<file path="config.mk">
export PLATFORM = sky130hd
export DESIGN_NAME = pm_event_unit
export DESIGN_NICKNAME = d
export VERILOG_FILES = /design/src/rtl/pm_evt_pkg.sv /design/src/rtl/pm_tmr_core.sv /design/src/rtl/pm_sts_regs.sv /design/src/rtl/pm_pend_map.sv /design/src/rtl/pm_event_unit.sv
export SDC_FILE = /design/constraint.sdc
export NUM_CORES = 1
export LEC_CHECK = 0
export BUFFER_PORTS_ARGS = -buffer_cell sky130_fd_sc_hd__buf_4
export CAP_MARGIN = 20
export CORE_MARGIN = 2
export CORE_UTILIZATION = 31
export DETAILED_ROUTE_END_ITERATION = 8
export PLACE_DENSITY = 0.53
export SLEW_MARGIN = 20
export SYNTH_ARGS = -nofsm -noshare
export SYNTH_HDL_FRONTEND = slang
export SYNTH_SLANG_ARGS = --single-unit
export TNS_END_PERCENT = 100
</file>
<file path="constraint.sdc">
create_clock -name clk -period 1.8 [get_ports clk]
set_input_delay 0.09 -clock clk [delete_from_list [all_inputs] [get_ports clk]]
set_output_delay 0.09 -clock clk [all_outputs]
set_load 0.05 [all_outputs]
</file>
<file path="src/rtl/pm_evt_pkg.sv">
`timescale 1ns/1ps
// Shared constants for the power-management event unit: status/enable
// bit positions, register offsets and wake reason codes.
package pm_evt_pkg;
    localparam int TMR_BIT    = 0;
    localparam int PWRBTN_BIT = 8;
    localparam int RTC_BIT    = 10;
    localparam int WAKE_BIT   = 15;

    localparam logic [3:0] OFS_STS = 4'd0;
    localparam logic [3:0] OFS_EN  = 4'd2;
    localparam logic [3:0] OFS_TMR = 4'd8;

    typedef enum logic [1:0] {
        WHY_RTC   = 2'd0,
        WHY_TMR   = 2'd1,
        WHY_OTHER = 2'd2
    } wake_why_e;
endpackage

</file>
<file path="src/rtl/pm_tmr_core.sv">
`timescale 1ns/1ps
// Free-running power-management counter with an overflow point.
// Assumes: tick is a single-cycle strobe; rearm is only asserted by the
// status-write logic. The point is aligned to 2^OVF_LOG2; CNT_W must be
// wider than OVF_LOG2 so the point does not wrap in normal operation.
module pm_tmr_core #(
    parameter int CNT_W    = 32,
    parameter int TMR_W    = 24,
    parameter int OVF_LOG2 = 23
) (
    input  logic             clk,
    input  logic             rst_n,
    input  logic             tick,
    input  logic             rearm,
    output logic [TMR_W-1:0] cnt_o,
    output logic             hit_o,
    output logic             armed_o
);
    localparam logic [CNT_W-1:0] STEP  = {{(CNT_W-1){1'b0}}, 1'b1} << OVF_LOG2;
    localparam logic [CNT_W-1:0] ALIGN = ~(STEP - 1'b1);

    logic [CNT_W-1:0] cnt_q;
    logic [CNT_W-1:0] ovf_q;
    logic             armed_q;

    // Count advances once per tick strobe.
    always_ff @(posedge clk) begin
        if (!rst_n)    cnt_q <= '0;
        else if (tick) cnt_q <= cnt_q + 1'b1;
    end

    // Overflow point: disarmed at reset, recomputed from the count on rearm.
    always_ff @(posedge clk) begin
        if (!rst_n) begin
            ovf_q   <= '0;
            armed_q <= 1'b0;
        end else if (rearm) begin
            ovf_q   <= (cnt_q + STEP) & ALIGN;
            armed_q <= 1'b1;
        end
    end

    // Hit is masked in the rearm cycle so the old point cannot re-set status.
    always_comb begin
        hit_o   = armed_q && !rearm && (cnt_q >= ovf_q);
        cnt_o   = cnt_q[TMR_W-1:0];
        armed_o = armed_q;
    end


    cnt_step_chk: assert property (@(posedge clk) disable iff (!rst_n)
        tick |=> cnt_q == $past(cnt_q) + 1'b1);

    cnt_hold_chk: assert property (@(posedge clk) disable iff (!rst_n)
        !tick |=> $stable(cnt_q));

    rearm_ahead_chk: assert property (@(posedge clk) disable iff (!rst_n)
        rearm |=> armed_q && (ovf_q >= cnt_q) && (ovf_q[OVF_LOG2-1:0] == '0));
endmodule

</file>
<file path="src/rtl/pm_sts_regs.sv">
`timescale 1ns/1ps
// Event status (write-one-to-clear) and enable registers.
// Assumes: event inputs are single-cycle pulses; on a collision, a set
// from an event wins over a clear from a write in the same cycle.
module pm_sts_regs
    import pm_evt_pkg::*;
(
    input  logic        clk,
    input  logic        rst_n,
    input  logic        sts_wr,
    input  logic        en_wr,
    input  logic [15:0] wdata,
    input  logic        wake_req,
    input  logic [1:0]  wake_why,
    input  logic        pwrbtn,
    input  logic        tmr_hit,
    output logic [15:0] sts_o,
    output logic [15:0] en_o
);
    logic [15:0] sts_q, en_q, set_v, clr_v;

    // Collect the bits set by events this cycle.
    always_comb begin
        set_v = '0;
        if (tmr_hit) set_v[TMR_BIT] = 1'b1;
        if (wake_req) begin
            set_v[WAKE_BIT] = 1'b1;
            case (wake_why)
                WHY_RTC: set_v[RTC_BIT]    = 1'b1;
                WHY_TMR: set_v[TMR_BIT]    = 1'b1;
                default: set_v[PWRBTN_BIT] = 1'b1;
            endcase
        end
        if (pwrbtn && en_q[PWRBTN_BIT]) set_v[PWRBTN_BIT] = 1'b1;
        clr_v = sts_wr ? wdata : 16'h0000;
    end

    // Status register update: clear written ones, then apply sets.
    always_ff @(posedge clk) begin
        if (!rst_n) sts_q <= '0;
        else        sts_q <= (sts_q & ~clr_v) | set_v;
    end

    // Enable register load.
    always_ff @(posedge clk) begin
        if (!rst_n)     en_q <= '0;
        else if (en_wr) en_q <= wdata;
    end

    assign sts_o = sts_q;
    assign en_o  = en_q;


    w1c_wake_chk: assert property (@(posedge clk) disable iff (!rst_n)
        sts_wr && wdata[WAKE_BIT] && !wake_req |=> !sts_q[WAKE_BIT]);

    pwrbtn_gate_chk: assert property (@(posedge clk) disable iff (!rst_n)
        pwrbtn && !en_q[PWRBTN_BIT] && !wake_req && !sts_wr |=> $stable(sts_q));

    set_wins_chk: assert property (@(posedge clk) disable iff (!rst_n)
        wake_req |=> sts_q[WAKE_BIT]);
endmodule

</file>
<file path="src/rtl/pm_pend_map.sv">
`timescale 1ns/1ps
// Maps per-source status and enable bits to pending lines, the combined
// request and the wake-source enables. Purely combinational.
module pm_pend_map (
    input  logic [2:0] sts_src,   // {rtc, button, timer}
    input  logic [2:0] en_src,    // {rtc, button, timer}
    output logic [2:0] src_pend,
    output logic       irq,
    output logic       rtc_wake_en,
    output logic       tmr_wake_en,
    output logic       tmr_wake_arm
);
    // Pending and wake-enable outputs from current register state.
    always_comb begin
        src_pend     = sts_src & en_src;
        irq          = |src_pend;
        rtc_wake_en  = en_src[2];
        tmr_wake_en  = en_src[0];
        tmr_wake_arm = en_src[0] && !sts_src[0];
    end
endmodule

</file>
<file path="src/rtl/pm_event_unit.sv">
`timescale 1ns/1ps
// Power-management event and timer unit: register decode and read mux,
// timer core, status/enable registers and pending map.
// Assumes: one register write per cycle; reads are combinational.
module pm_event_unit
    import pm_evt_pkg::*;
#(
    parameter int CNT_W    = 32,
    parameter int TMR_W    = 24,
    parameter int OVF_LOG2 = 23,
    parameter int ADDR_W   = 4,
    parameter int DATA_W   = 32
) (
    input  logic              clk,
    input  logic              rst_n,
    input  logic              tmr_tick,
    input  logic              bus_wr,
    input  logic [ADDR_W-1:0] bus_addr,
    input  logic [15:0]       bus_wdata,
    output logic [DATA_W-1:0] bus_rdata,
    input  logic              wake_req,
    input  logic [1:0]        wake_why,
    input  logic              pwrbtn_evt,
    output logic              rtc_wake_en,
    output logic              tmr_wake_en,
    output logic              tmr_wake_arm,
    output logic [2:0]        src_pend,
    output logic              pm_irq
);
    logic              sts_wr, en_wr, rearm, tmr_hit, armed;
    logic [TMR_W-1:0]  cnt;
    logic [15:0]       sts, en;

    // Write decode and timer rearm condition.
    always_comb begin
        sts_wr = bus_wr && (bus_addr == ADDR_W'(OFS_STS));
        en_wr  = bus_wr && (bus_addr == ADDR_W'(OFS_EN));
        rearm  = sts_wr && bus_wdata[TMR_BIT] && (sts[TMR_BIT] || !armed);
    end

    pm_tmr_core #(.CNT_W(CNT_W), .TMR_W(TMR_W), .OVF_LOG2(OVF_LOG2)) u_tmr (
        .clk(clk), .rst_n(rst_n), .tick(tmr_tick), .rearm(rearm),
        .cnt_o(cnt), .hit_o(tmr_hit), .armed_o(armed)
    );

    pm_sts_regs u_regs (
        .clk(clk), .rst_n(rst_n), .sts_wr(sts_wr), .en_wr(en_wr),
        .wdata(bus_wdata), .wake_req(wake_req), .wake_why(wake_why),
        .pwrbtn(pwrbtn_evt), .tmr_hit(tmr_hit), .sts_o(sts), .en_o(en)
    );

    pm_pend_map u_pend (
        .sts_src({sts[RTC_BIT], sts[PWRBTN_BIT], sts[TMR_BIT]}),
        .en_src ({en[RTC_BIT],  en[PWRBTN_BIT],  en[TMR_BIT]}),
        .src_pend(src_pend), .irq(pm_irq),
        .rtc_wake_en(rtc_wake_en), .tmr_wake_en(tmr_wake_en),
        .tmr_wake_arm(tmr_wake_arm)
    );

    // Read mux by offset; unmapped offsets read zero.
    always_comb begin
        if (bus_addr == ADDR_W'(OFS_STS))      bus_rdata = DATA_W'(sts);
        else if (bus_addr == ADDR_W'(OFS_EN))  bus_rdata = DATA_W'(en);
        else if (bus_addr == ADDR_W'(OFS_TMR)) bus_rdata = DATA_W'(cnt);
        else                                   bus_rdata = '0;
    end


    rtc_en_follow_chk: assert property (@(posedge clk) disable iff (!rst_n)
        en_wr |=> rtc_wake_en == $past(bus_wdata[RTC_BIT]));

    arm_excl_chk: assert property (@(posedge clk) disable iff (!rst_n)
        tmr_wake_arm |-> tmr_wake_en && !src_pend[0]);
endmodule

</file>
==> results.json, run 1 <==
{
  "status": "completed",
  "synth.area.top_cells": "dfxtp_1, nand2_1, xnor2_1, a21oi_1, ha_1",
  "place_ws_ps": -16.48,
  "cp_slowest_cell": "dfxtp_2",
  "worstSetupEndpointType": "flip-flop",
  "layout-drive-gt1-share": 0.2115,
  "final_cells": 705,
  "min_from": "bus_wdata[15]",
  "setup_viol": 0,
  "cts_inserted_buffers": 9,
  "max_cap_viol_count": 0,
  "cp.required_ps": 2050,
  "io_pins": 67,
  "hp-class": "in -> reg",
  "synth_area_sq_um": 3766,
  "ys_seq_area_frac": 0.3934,
  "layout.nets": 593,
  "synth_xor_area_frac": 0.07907,
  "cts.htree.levels": 3,
  "grt_max_degree": 39,
  "wl_met1_um": 4735,
  "cts_root_buf": "clkbuf_16",
  "start_util": 0.3162,
  "ys_top_cells_by_count": "nand2_1, dfxtp_1, nor2_1",
  "grt_overflow": 0,
  "syn_inst": 469,
  "synth_edf_count": 0,
  "synth_flop_cell": "dfxtp_1",
  "synth_compound_area_frac": 0.1126,
  "cts_tree": "done",
  "rsz0062_at_grt": "true",
  "drc": 0,
  "setup_ws_ps": 103.9,
  "arrival_ps": 1940,
  "clock_latency_ps": 330,
  "seqPwrFrac": 0.416,
  "crit_path_start_kind": "flip-flop",
  "track_usage": 0.1559,
  "grt_pass1_wl_um": 16290,
  "grt_antenna_before_repair": 0,
  "dr.first_iter.drc_count": 111,
  "dieArea_sq_um": 13050,
  "dr_wl_met3_um": 550,
  "crit_family": "compound AO/OA/AOI/OAI gates",
  "antenna_cells": 0,
  "cp_max_fo": 4,
  "post_drt_wl_per_cell_um": 13.80,
  "synth_top_area_frac": 0.3934,
  "synth_mux_area_frac": 0.01860,
  "clockBufferDepth": 2,
  "finClkSkew_ps": 7.316,
  "synth_cell_types": 48,
  "critPathKind": "reg -> reg",
  "dp_hpwl_um": 7062,
  "yosysTopAreaCell": "dfxtp_1",
  "drtPass1Iterations": 5,
  "cp_cell_sequence": "inv_1 -> ha_1 -> nor4b_1 -> nand4_1 -> o21ai_1 -> a21oi_1 -> a41oi_1",
  "switching_power_uw": 881.7,
  "avgViaCountPerCell": 4.813,
  "avgSynthCellArea_sq_um": 8.030,
  "power_density_nw_per_um2": 806.8,
  "internal_power_uw": 3125,
  "vias": 3393,
  "numPortBuffers": 58,
  "holdPathStages": 3,
  "post_cts_buffers": 0,
  "core_region_area_sq_um": 11910,
  "yosys.area_share.simple": 0.2907,
  "irDropWorstVdd_uv": 491.0,
  "max_stage_delay_ps": 360,
  "r2r_slack_ps": 100,
  "clock.fmax_ghz": 0.5896,
  "die_x_um": 114.2,
  "synth-seq-cells": 74,
  "power.leakage_uw": 0.002052,
  "period_minus_slack_ps": 1696,
  "first_global_vias": 3380,
  "dp.cells": 676,
  "fillCellCount": 1241,
  "worstHoldEndpoint": "u_regs.en_o[15]",
  "switching_share": 0.2201,
  "routed_wl_um": 9727,
  "gp_congestion": 0.7989,
  "combPwrFrac": 0.068,
  "reg2reg_to": "u_regs.sts_o[0]",
  "post-synth-top-count-cell": "nand2_1",
  "r2r_start": "u_tmr.cnt_q[23]",
  "cp.buffers_inverters": 1,
  "top_layer_used": "met4",
  "die_y_um": 114.2,
  "clkPwrFrac": 0.516,
  "hold_viol_final": 0,
  "cts.sinks": 74,
  "wl_met2_um": 4321,
  "synthArstFlopShare": 0,
  "synth_top_family_by_area": "simple AND/OR/NAND/NOR gates",
  "ys_warn_count": 0,
  "period_share": 0.9423,
  "clk_pin_slew_ps": 60,
  "r2r_cells": 7,
  "antenna_left": 0,
  "areaGrowthSynthToFinish_pct": 31.86,
  "slew_violations": 0,
  "finalPower_uw": 4007,
  "synthAdderAreaFrac": 0.03987,
  "rows": 40
}
placed cells by master, fill, tap and decap left out, types with 3 or more instances in the layout:
cell,instances
inv_1,16
dfxtp_1,73
clkbuf_16,9
dlygate4sd3_1,13
buf_4,83
mux2i_1,7
nor3_1,7
nor2_1,40
nor4_1,4
nand2b_1,5
nand3_1,12
nand2_1,101
and3_1,8
ha_1,12
a22oi_1,16
and2_1,14
nor4_2,4
xnor2_1,22
a211oi_1,4
xor2_1,12
a21oi_1,38
o21ai_0,4
conb_1,8
bufinv_16,3
nand4_1,7
repair_timing:
item / in CTS / in global routing
hold buffers: 13 / 0
gates resized for setup: 1 / 6
hold endpoints to repair: 13 / 0
setup endpoints to repair: 1 / 5
cell families after synthesis:
group | count (synthesis)
simple gates | 223
flops | 74
compound gates | 69
buf+inv | 49
xor+xnor | 34
fa+ha+maj | 12
mux | 7
other cells | 1
sequential cells by signal, summed over array words and instances (netlist names):
register,flops
u_tmr.ovf_q,9
u_tmr.cnt_q,32
u_regs.en_o,16
u_regs.sts_o,16
u_tmr.armed_o,1
power groups by stage:
stage | logic [uW] | clock network, uW | registers, uW
floorplan | 151 | 0 | 1710
global placement | 250 | 0 | 1700
detailed placement | 253 | 0 | 1700
CTS | 277 | 2110 | 1670
global route | 297 | 2160 | 1670
finish | 274 | 2070 | 1670
worst max path at each step:
stage / start / end / slack, ps / cells past startpoint
after floorplan: u_tmr.cnt_q[0] / u_tmr.cnt_q[28] / 70 / 7
after global routing: u_tmr.cnt_q[23] / u_regs.sts_o[0] / -10 / 7
final: u_tmr.cnt_q[23] / u_regs.sts_o[0] / 100 / 7
after CTS: u_tmr.cnt_q[23] / u_regs.sts_o[0] / 6 / 7
after detailed placement: u_tmr.cnt_q[23] / u_regs.sts_o[0] / -20 / 7
after global placement: u_tmr.cnt_q[23] / u_regs.sts_o[0] / 20 / 7
layout make-up:
| cell class | instances | area, sq um | share of cell area |
|---|---|---|---|
| multi-input combinational | 353 | 2098 | 0.4225 |
| clock buffer | 10 | 229.0 | 0.04611 |
| timing repair buffer | 98 | 793.3 | 0.1597 |
| sequential | 74 | 1483 | 0.2986 |
| inverter | 17 | 63.81 | 0.01285 |
| tap | 147 | 183.9 | 0.03704 |
| clock inverter | 6 | 115.1 | 0.02318 |
metal layers:
layer | track usage | vias to the layer above
li1 | - | 1738
met3 | 0.03229 | 10
met2 | 0.2567 | 81
met1 | 0.2070 | 1564
met4 | 0.04390 | 0
met5 | 0 | -
worst register-to-register path: stages, from the launching register on:
cell     delay, ps
dfxtp_2        360
inv_1           60
ha_1           300
nor4b_1        220
nand4_1        160
o21ai_1        190
a21oi_1        100
a41oi_1        220
through the flow:
step | hold slack [ps] | instance area [sq um] | TNS (ps) | util
after floorplan | 177.0 | 3792 | 0 | -
after global placement | 270.2 | 4466 | 0 | 0.3749
after detailed placement | 273.9 | 4466 | -16.48 | 0.3749
after CTS | 10.03 | 4940 | 0 | 0.4147
after global routing | 19.17 | 4966 | -10.16 | 0.4169
final | 15.75 | 4966 | 0 | 0.4169
(Power assumes the default switching activity.)
==> inputs of run 2 (changes only) <==
Settings changed: CORE_MARGIN 2 to 3.
==> results.json, run 2 (synthesized netlist as in run 1, its figures left out) <==
{
  "status": "completed",
  "drtPass1Iterations": 7,
  "period_minus_slack_ps": 1667,
  "rows": 39,
  "areaGrowthSynthToFinish_pct": 31.20,
  "startpoint": "u_tmr.cnt_q[23]",
  "r2r_slack_ps": 130,
  "drc": 0,
  "avgViaCountPerCell": 4.864,
  "power.leakage_uw": 0.002054,
  "dr.first_iter.drc_count": 153,
  "max_cap_viol_count": 0,
  "critPathKind": "reg -> reg",
  "die_y_um": 116.2,
  "slew_violations": 0,
  "finClkSkew_ps": 10.48,
  "period_share": 0.9263,
  "crit_path_start_kind": "flip-flop",
  "power_density_nw_per_um2": 766.1,
  "grt_antenna_before_repair": 0,
  "final_cell_mix": "nand2_1, buf_4, dfxtp_1",
  "layout.nets": 597,
  "start_util": 0.3229,
  "largest_reg_flops": 32,
  "irDropWorstVdd_uv": 405.8,
  "grt_max_degree": 41,
  "min_from": "bus_wdata[8]",
  "dieArea_sq_um": 13510,
  "grt_pass1_wl_um": 16210,
  "whs_ps": 20.10,
  "clockBufferDepth": 2,
  "routed_wl_um": 9754,
  "arrival_ps": 1910,
  "numPortBuffers": 58,
  "core_region_area_sq_um": 11660,
  "dp.cells": 676,
  "first_global_vias": 3316,
  "hp-class": "in -> reg",
  "post_cts_buffers": 0,
  "grt_overflow": 0,
  "clock.fmax_ghz": 0.5997,
  "cts_tree": "done",
  "regMostFlops": "u_tmr.cnt_q",
  "final_common_cell": "nand2_1",
  "final_cells": 705,
  "track_usage": 0.1527,
  "antenna_cells": 0,
  "cts_inserted_buffers": 9,
  "cts.sinks": 74,
  "dp_hpwl_um": 7194,
  "rsz0062_at_grt": "true",
  "r2r_start": "u_tmr.cnt_q[23]",
  "gp_congestion": 0.8015,
  "layout-drive-gt1-share": 0.2135,
  "finalPower_uw": 3785,
  "hold_viol_final": 0,
  "r2r_cells": 7,
  "reg2reg_to": "u_regs.sts_o[0]",
  "post_drt_wl_per_cell_um": 13.84,
  "cp_max_fo": 5,
  "antenna_left": 0,
  "cp.required_ps": 2040,
  "io_pins": 67,
  "die_x_um": 116.2,
  "cts_root_buf": "clkbuf_16",
  "clk_pin_slew_ps": 60,
  "vias": 3429,
  "cts.htree.levels": 3,
  "crit_end": "u_regs.sts_o[0]",
  "worstSetupEndpointType": "flip-flop",
  "clock_latency_ps": 330,
  "setup_viol": 0
}
-- run 2: cell count changes in the layout (fill, tap and decap cells not counted) --
cell / previous run / this run
buf_4: 83 / 87
bufinv_16: 3 / 1
clkbuf_8: 0 / 2
clkinv_2: 0 / 1
clkinv_4: 2 / 0
clkinvlp_4: 1 / 2
nor4_1: 4 / 6
nor4_2: 4 / 2
-- run 2: power by group --
group          switching (uW)  internal (uW)  total (uW)
registers                11.1           1660        1670
clock network             696           1150        1840
logic                     163            112         275
-- run 2: cell type report --
cell class,count,area [sq um]
sequential,74,1483
fill,1195,6721
clock inverter,4,50.05
multi-input combinational,353,2086
tap,143,178.9
inverter,17,63.81
timing repair buffer,102,823.3
clock buffer,12,256.5
-- run 2: layer usage --
| layer | vias up | wire, um | GRT usage |
|---|---|---|---|
| li1 | 1745 | - | - |
| met1 | 1573 | 4695 | 0.2051 |
| met2 | 97 | 4371 | 0.2399 |
| met3 | 14 | 528 | 0.03264 |
| met4 | 0 | 158 | 0.05878 |
| met5 | - | 0 | 0 |
-- run 2: how the worst min path moves through the flow --
stage                  endpoint  slack (ps)  cells past startpoint
2_1_floorplan  u_regs.sts_o[11]         180                      1
3_3_place_gp    u_regs.sts_o[9]         270                      2
3_5_place_dp   u_regs.sts_o[12]         270                      2
4_1_cts          u_regs.en_o[8]           6                      3
5_1_grt          u_regs.en_o[8]          20                      3
6_report         u_regs.en_o[8]          20                      3
-- run 2: what timing repair did --
action | in CTS | in global routing
hold buffers | 13 | 0
resized for setup | 1 | 4
hold endpoints to repair | 14 | 0
endpoints found under the setup margin | 1 | 3
-- run 2: through the flow --
step	cell area [sq um]	TNS [ps]	util	setup WS, ps
floorplan	3792	0	-	71.94
global placement	4491	0	0.3850	78.38
detailed placement	4491	-15.90	0.3850	-15.90
CTS	4928	0	0.4226	21.40
global route	4941	-67.65	0.4237	-47.63
finish	4941	0	0.4237	132.6
-- run 2: worst max-delay path, stage by stage, from the launching register on --
cell and delay (ps):
dfxtp_2 370, inv_1 70, ha_1 280, nor4b_1 210
nand4_1 160, o21ai_1 180, a21oi_1 90, a41oi_1 210
==> inputs of run 3 (changes only) <==
Settings changed: PLACE_DENSITY 0.53 to not set.
==> results.json, run 3 (synthesized netlist as in run 1, its figures left out) <==
{
  "dp.cells": 669,
  "slew_violations": 0,
  "die_x_um": 116.2,
  "rows": 39,
  "cts_tree": "done",
  "dp_hpwl_um": 6986,
  "gp_congestion": 0.8015,
  "worstSetupEndpointType": "flip-flop",
  "grt_max_degree": 34,
  "power.leakage_uw": 0.002031,
  "drc": 0,
  "min_from": "bus_wdata[15]",
  "cp.required_ps": 2020,
  "die_y_um": 116.2,
  "place_ws_ps": -113.6,
  "use_met2": 0.2323,
  "post_drt_wl_per_cell_um": 13.64,
  "irDropWorstVdd_uv": 466.7,
  "dr.first_iter.drc_count": 156,
  "regMostFlops": "u_tmr.cnt_q",
  "tightest_slew_ps": 630.9,
  "final_common_cell": "nand2_1",
  "period_minus_slack_ps": 1700,
  "power_density_nw_per_um2": 788.3,
  "clock.fmax_ghz": 0.5881,
  "whs_ps": 15.98,
  "core_region_area_sq_um": 11660,
  "cts_root_buf": "clkbuf_16",
  "grt-busiest-layer": "met2",
  "cts_inserted_buffers": 9,
  "grt_overflow": 0,
  "final_cell_mix": "nand2_1, buf_4, dfxtp_1",
  "largest_reg_flops": 32,
  "antenna_cells": 0,
  "avgViaCountPerCell": 4.927,
  "antenna_left": 0,
  "crit_family": "simple AND/OR/NAND/NOR gates",
  "status": "completed",
  "cts.sinks": 74,
  "final.setup.tns_ps": 0,
  "cts.htree.levels": 3,
  "cp_max_fo": 5,
  "max_stage_delay_ps": 450,
  "hold_viol_final": 0,
  "cp.buffers_inverters": 0,
  "clk_pin_slew_ps": 60,
  "finClkSkew_ps": 6.924,
  "clockBufferDepth": 2,
  "io_pins": 67,
  "finalPower_uw": 3868,
  "slew_headroom": 0.5784,
  "areaGrowthSynthToFinish_pct": 30.30,
  "grt_antenna_before_repair": 0,
  "period_share": 0.9447,
  "first_global_vias": 3406,
  "layout-drive-gt1-share": 0.2090,
  "startpoint": "u_tmr.cnt_q[3]",
  "fillCellCount": 1160,
  "cp_slowest_cell": "dfxtp_1",
  "cp_cell_sequence": "nand3_1 -> or3_4 -> nor4_1 -> xnor2_1 -> nor2_1",
  "final_cells": 698,
  "numPortBuffers": 58,
  "hp-class": "in -> reg",
  "routed_wl_um": 9523,
  "max_cap_viol_count": 0,
  "drtPass1Iterations": 4,
  "rsz0062_at_grt": "true",
  "grt_util_met3": 0.03420,
  "arrival_ps": 1920,
  "track_usage": 0.1474,
  "crit_path_start_kind": "flip-flop",
  "r2r_start": "u_tmr.cnt_q[3]",
  "start_util": 0.3229,
  "grt_use_met1": 0.1999,
  "grt_pass1_wl_um": 16120,
  "setup_viol": 0,
  "setup_ws_ps": 99.54,
  "dieArea_sq_um": 13510,
  "post_cts_buffers": 0,
  "clock_latency_ps": 330,
  "vias": 3439,
  "layout.nets": 590,
  "critPathKind": "reg -> reg"
}
-- run 3: changes by cell type in the layout (fill, tap and decap cells not counted), moves of 2 or more --
| cell | delta |
|---|---|
| buf_4 | -6 |
| clkinv_4 | +3 |
| clkbuf_8 | -2 |
| clkinvlp_4 | -2 |
-- run 3: routing by layer --
metal,part of all wire,vias to the layer above
li1,-,1729
met1,0.47,1596
met2,0.45,103
met3,0.063,11
met4,0.014,0
met5,0,-
-- run 3: area by class of cell --
cell class | instances | area (sq um) | share of cell area
flip-flops and latches | 74 | 1483 | 0.3021
repair buffers | 95 | 758.2 | 0.1545
clock inverters | 6 | 91.34 | 0.01861
inverters | 17 | 63.81 | 0.01300
multi-input cells | 353 | 2103 | 0.4286
clock buffers | 10 | 229.0 | 0.04666
well taps | 143 | 178.9 | 0.03646
-- run 3: final timing paths --
path | endpoint | slack [ps] | cells past startpoint
setup / recovery | u_tmr.cnt_q[19] | 100 | 5
setup reg to reg | u_tmr.cnt_q[19] | 100 | 5
hold reg to reg | u_regs.sts_o[1] | 430 | 2
hold / removal | u_regs.en_o[15] | 20 | 3
-- run 3: timing repair --
action                     in CTS  in global routing
setup endpoints to repair       1                  3
hold endpoints to repair       13                  0
resized for setup               3                  4
hold buffers                   13                  0
pin swaps                       1                  3
-- run 3: power by group --
| group | internal [uW] | total, uW | switching [uW] |
|---|---|---|---|
| logic | 112 | 276 | 164 |
| registers | 1660 | 1670 | 12.2 |
| clock network | 1220 | 1920 | 706 |
| total | 2990 | 3870 | 882 |
-- run 3: through the flow --
stage	instance area (sq um)	util
after floorplan	3792	-
after global placement	4425	0.3795
after detailed placement	4425	0.3795
after CTS	4883	0.4187
after global routing	4907	0.4208
final	4907	0.4208
-- run 3: tightest hold or removal path, cell delays in order --
cell	delay [ps]
buf_4	110
nand2_1	50
a21oi_1	50
